<file path="src/rtl/dsm_pkg.sv">
package dsm_pkg;

  localparam int unsigned MODE_W = 2;

  localparam logic [MODE_W-1:0] MODE_INDEP = 2'b00;
  localparam logic [MODE_W-1:0] MODE_RUN   = 2'b01;
  localparam logic [MODE_W-1:0] MODE_TRIG  = 2'b10;

  typedef enum logic [2:0] {
    ST_IDLE  = 3'd0,
    ST_ARMED = 3'd1,
    ST_WAIT  = 3'd2,
    ST_SWEEP = 3'd3,
    ST_LOCK  = 3'd4
  } dsm_state_e;

  typedef struct packed {
    dsm_state_e st;
    logic       fire;
  } dsm_step_t;

  // Any code other than the two delaying modes counts as independent.
  function automatic logic mode_is_indep(input logic [MODE_W-1:0] m);
    return !((m == MODE_RUN) || (m == MODE_TRIG));
  endfunction

  // One transition of the controller; independent mode wins over all.
  function automatic dsm_step_t next_step(
    input dsm_state_e        cur,
    input logic [MODE_W-1:0] mode,
    input logic              indep,
    input logic              mode_chg,
    input logic              end_evt,
    input logic              trig_ok,
    input logic              done
  );
    dsm_step_t r;
    r.st   = cur;
    r.fire = 1'b0;
    if (indep) begin
      r.st = ST_IDLE;
    end else begin
      unique case (cur)
        ST_IDLE:  r.st = ST_ARMED;
        ST_ARMED: begin
          if (mode_chg) begin
            r.st = ST_LOCK;
          end else if (end_evt) begin
            if (mode == MODE_RUN) begin
              r.st   = ST_SWEEP;
              r.fire = 1'b1;
            end else begin
              r.st = ST_WAIT;
            end
          end
        end
        ST_WAIT: begin
          if (mode_chg) begin
            r.st = ST_LOCK;
          end else if (trig_ok) begin
            r.st   = ST_SWEEP;
            r.fire = 1'b1;
          end
        end
        ST_SWEEP: if (done) r.st = ST_ARMED;
        ST_LOCK:  r.st = ST_LOCK;
        default:  r.st = ST_IDLE;
      endcase
    end
    return r;
  endfunction

endpackage

</file>
<file path="src/rtl/dsm_mode_track.sv">
module dsm_mode_track
  import dsm_pkg::*;
(
  input  logic              clk,
  input  logic              rst_n,
  input  logic [MODE_W-1:0] mode_sel,
  output logic              mode_chg,
  output logic              indep
);
  logic [MODE_W-1:0] mode_q;

  always_ff @(posedge clk) begin
    if (!rst_n) mode_q <= MODE_INDEP;
    else        mode_q <= mode_sel;
  end

  assign mode_chg = (mode_sel != mode_q);
  assign indep    = mode_is_indep(mode_sel);
endmodule

</file>
<file path="src/rtl/dsm_seq.sv">
module dsm_seq
  import dsm_pkg::*;
(
  input  logic              clk,
  input  logic              rst_n,
  input  logic [MODE_W-1:0] mode_sel,
  input  logic              indep,
  input  logic              mode_chg,
  input  logic              end_evt,
  input  logic              trig_ok,
  input  logic              sweep_done,
  output logic              fire_evt,
  output logic              st_armed,
  output logic              st_wait,
  output logic              in_lock
);
  dsm_state_e state_q;
  dsm_step_t  nxt;

  always_comb begin
    nxt = next_step(state_q, mode_sel, indep, mode_chg, end_evt, trig_ok, sweep_done);
  end

  always_ff @(posedge clk) begin
    if (!rst_n) state_q <= ST_IDLE;
    else        state_q <= nxt.st;
  end

  assign fire_evt = nxt.fire;
  assign st_armed = (state_q == ST_ARMED);
  assign st_wait  = (state_q == ST_WAIT);
  assign in_lock  = (state_q == ST_LOCK);
endmodule

</file>
<file path="src/rtl/dsm_out.sv">
module dsm_out (
  input  logic clk,
  input  logic rst_n,
  input  logic fire_evt,
  input  logic st_armed,
  input  logic st_wait,
  output logic sweep_start,
  output logic armed
);
  logic start_q;

  always_ff @(posedge clk) begin
    if (!rst_n) start_q <= 1'b0;
    else        start_q <= fire_evt;
  end

  assign sweep_start = start_q;
  assign armed       = st_armed | st_wait;
endmodule

</file>
<file path="src/rtl/dsm_sweep_ctrl.sv">
module dsm_sweep_ctrl
  import dsm_pkg::*;
(
  input  logic              clk,
  input  logic              rst_n,
  input  logic [MODE_W-1:0] mode_sel,
  input  logic              dly_trig,
  input  logic              dly_interval,
  input  logic              sweep_trig,
  input  logic              sweep_done,
  output logic              sweep_start,
  output logic              armed
);
  logic mode_chg;
  logic indep;
  logic trig_ok;
  logic fire_evt;
  logic st_armed;
  logic st_wait;
  logic in_lock;

  // A trigger counts only outside a running delay interval.
  assign trig_ok = sweep_trig & ~dly_interval;

  dsm_mode_track u_mode (
    .clk      (clk),
    .rst_n    (rst_n),
    .mode_sel (mode_sel),
    .mode_chg (mode_chg),
    .indep    (indep)
  );

  dsm_seq u_seq (
    .clk        (clk),
    .rst_n      (rst_n),
    .mode_sel   (mode_sel),
    .indep      (indep),
    .mode_chg   (mode_chg),
    .end_evt    (dly_trig),
    .trig_ok    (trig_ok),
    .sweep_done (sweep_done),
    .fire_evt   (fire_evt),
    .st_armed   (st_armed),
    .st_wait    (st_wait),
    .in_lock    (in_lock)
  );

  dsm_out u_out (
    .clk         (clk),
    .rst_n       (rst_n),
    .fire_evt    (fire_evt),
    .st_armed    (st_armed),
    .st_wait     (st_wait),
    .sweep_start (sweep_start),
    .armed       (armed)
  );
endmodule

</file>
<file path="config.mk">
export PLATFORM = sky130hd
export DESIGN_NAME = dsm_sweep_ctrl
export DESIGN_NICKNAME = d
export VERILOG_FILES = /design/src/rtl/dsm_pkg.sv /design/src/rtl/dsm_mode_track.sv /design/src/rtl/dsm_seq.sv /design/src/rtl/dsm_out.sv /design/src/rtl/dsm_sweep_ctrl.sv
export SDC_FILE = /design/constraint.sdc
export NUM_CORES = 1
export LEC_CHECK = 0
export BUFFER_PORTS_ARGS = -buffer_cell sky130_fd_sc_hd__buf_2
export CORE_AREA = 2 2 39 41
export CTS_CLUSTER_SIZE = 14
export DETAILED_ROUTE_END_ITERATION = 10
export DIE_AREA = 0 0 41 43
export HOLD_SLACK_MARGIN = 0.03
export PLACE_DENSITY = 0.55
export RECOVER_POWER = 100
export SYNTH_ARGS = -nofsm -noshare
export SYNTH_HDL_FRONTEND = slang
export SYNTH_SLANG_ARGS = --single-unit
</file>
<file path="constraint.sdc">
create_clock -name clk -period 2.3 [get_ports clk]
set_input_delay 0.46 -clock clk [delete_from_list [all_inputs] [get_ports clk]]
set_output_delay 0.46 -clock clk [all_outputs]
set_load 0.05 [all_outputs]
</file>
==> flow_metrics.tcl <==
set metrics [dict create \
    result_of_the_run "complete, no violations" \
    postCtsHoldBufs 0 \
    timing.final.crit_share 0.8158 \
    first_pass_grt_wire_length_microns 1062 \
    floorplan.initialDensity 0.2297 \
    measured_slew_at_the_worst_slew_check_pin_ns 0.5927 \
    critical_path_required_ns 1.84 \
    tritoncts_clock_tree "done" \
    synthesis.area_sq_um 317.8 \
    grt_overflow_total 0 \
    finalHoldViolCount 0 \
    rows 14 \
    global_route.peak_usage_layer "met2" \
    grt_util_met3 0.07853 \
    vias_after_detailed_routing 268 \
    die_width_microns 41 \
    postSynthAreaPerCell_sq_um 10.25 \
    power_leakage_uw 0.0001513 \
    final_cells 59 \
    finalNetCount 54 \
    final.setup_skew_ns 0.002689 \
    grtUsageMet2 0.1188 \
    clock_insertion_delay_worst_skew_ns 0.25 \
    ctsLongestPathBuffers 2 \
    number_of_antenna_violations_at_the_first_check_in_global_routing 0 \
    critPathLaunch "u_seq.state_q[0]" \
    cts-root-buf "clkbuf_4" \
    wire_per_inst_microns 9.814 \
    synthTopCellsByArea "dfxtp_1 (38%), xnor2_1 (5.5%), xnor2_2 (5.1%)" \
    first_pass_iters 3 \
    detail-route-antenna-nets 0 \
    setup.worst_path.end "armed" \
    timing.final.crit_period_ns 1.876 \
    power_density_nw_per_um2 657.2 \
    io-pin-count 10 \
    maxClockFrequency_mhz 532.9 \
    worst_path_arrival_time_ns 1.42 \
    synth_top_area_share 0.3780 \
    peak_ir_drop_on_the_vdd_network_mv 0.2540 \
    cts-buffers-inserted 3 \
    synth-seq-area-share 0.3780 \
    ant_diodes 0 \
    worst_setup_path_end_kind "primary output" \
    final-setup-viol-count 0 \
    drc 0 \
    yosys_register_bits 6 \
    post_synth_inst_count 31 \
    layout-drive-gt1-share 0.2326 \
    placeableCoreArea_sq_um 1384 \
    vias_per_cell 4.542 \
    dp_hpwl_microns 450.1 \
    regToRegStartpoint "u_seq.state_q[2]" \
    layout_utilization 0.2839 \
    die_h_microns 43 \
    grt_usage 0.09366 \
    layout_common_cells "dfxtp_1 (6), buf_2 (5), clkbuf_1 (4), clkbuf_4 (3)" \
    globalRouteMet1Util 0.1104 \
    r2r_setup_slack_ns 1.12 \
    report.final.slew_viol_count 0 \
    slew_headroom 0.6065 \
    place_inst 56 \
    count_of_maximum_capacitance_violations 0 \
    cts.htree.levels 1 \
    r2r.worst_path.cells 3 \
    r2r_end "u_seq.state_q[2]" \
    synth_fp_nets 40 \
    critical_path_peak_fanout 5 \
    cts_setup_buffers 0 \
    yosys.area.top_type "dfxtp_1" \
    setup_tns_ns 0 \
    layout-area-overhead-vs-synth_pct 23.62 \
    mostFrequentLayoutCell "dfxtp_1" \
    cp-start-kind "register" \
    drt-total-wl_microns 579 \
    detail_route.iter0.violations 2 \
    cts.clk_slew.worst_paths_ns 0.05 \
    grt_max_degree 6 \
    fillers 154 \
    worst_hold_path_type "input pin to register" \
    yosysWarningCount 0 \
    clock_net_sink_count 6 \
    gp_routability_congestion 0.7112 \
    io_buffers 9 \
    synth_cell_type_count 22 \
    setup.worst_path.class "register to primary output" \
    cts_resized 0 \
    setup_repair_after_global_routing_missed_its_margin "false" \
    die_area_sq_um 1763 \
    via_count_of_the_first_global_routing_pass 269 \
]
==> synth_stat cells <==
library cell,number
dfxtp_1,6
nor4_2,1
inv_1,2
ha_1,1
or2_0,1
a211o_1,1
or2b_1,1
xnor2_2,1
nor2b_1,1
nor2_1,1
a21oi_1,2
nand3b_1,1
a32oi_1,1
and3b_1,1
and2_1,2
o41ai_1,1
or3b_4,1
nand2_1,1
nor3b_1,1
o211ai_1,1
a211oi_2,1
xnor2_1,2
==> cells by family after synthesis <==
family | share of synthesized area
compound gates | 0.1772
flops | 0.3780
xor+xnor | 0.1063
fa+ha+maj | 0.03936
simple gates | 0.2756
buf+inv | 0.02363
==> critical path: stages, from the launching register on <==
cell and delay, ns:
dfxtp_1 0.41, xnor2_1 0.17, nor2_1 0.12, clkbuf_1 0.47
==> per-layer routing <==
metal	share of wire	routed length (microns)
met5	0	0
met4	0	0
met3	0.12	68
met2	0.43	250
met1	0.45	261
==> cell type report <==
class,count,area (sq um),area share
flip-flops and latches,6,120.1,0.3057
clock buffers,3,22.52,0.05732
inverters,2,7.507,0.01911
multi-input cells,23,182.7,0.4650
repair buffers,9,40.04,0.1019
well taps,16,20.02,0.05096
==> flip-flops by register name, summed over array words and instances (netlist names) <==
| name | flops |
|---|---|
| u_out.sweep_start | 1 |
| u_seq.state_q | 3 |
| u_mode.mode_q | 2 |
==> how the worst min path moves through the flow <==
| stage | startpoint | endpoint | slack (ns) | cells past startpoint |
|---|---|---|---|---|
| floorplan | u_seq.state_q[2] | u_seq.state_q[2] | 0.48 | 2 |
| global placement | u_seq.state_q[1] | u_seq.state_q[2] | 0.52 | 1 |
| detailed placement | u_seq.state_q[2] | u_seq.state_q[2] | 0.51 | 2 |
| CTS | rst_n | u_mode.mode_q[0] | 0.45 | 2 |
| global route | mode_sel[0] | u_mode.mode_q[0] | 0.48 | 2 |
| finish | mode_sel[0] | u_mode.mode_q[0] | 0.48 | 2 |
==> power breakdown <==
part	switching [uW]	internal [uW]	total [uW]
clock	40.9	59.2	100
sequential	4.67	109	114
combinational	26.4	17.8	44.2
total	72.0	186	258
==> stage by stage <==
stage               area, sq um  hold slack [ns]  setup slack (ns)  total power (uW)
floorplan                 317.8           0.4839            0.6710             149.7
global placement          382.9           0.5230            0.5917             164.3
detailed placement        382.9           0.5125            0.5977             163.9
CTS                       405.4           0.4535            0.5856             266.7
global route              392.9           0.4759            0.3163             271.8
finish                    392.9           0.4824            0.4236             258.2
No activity file was read; power rests on OpenSTA's default activity.
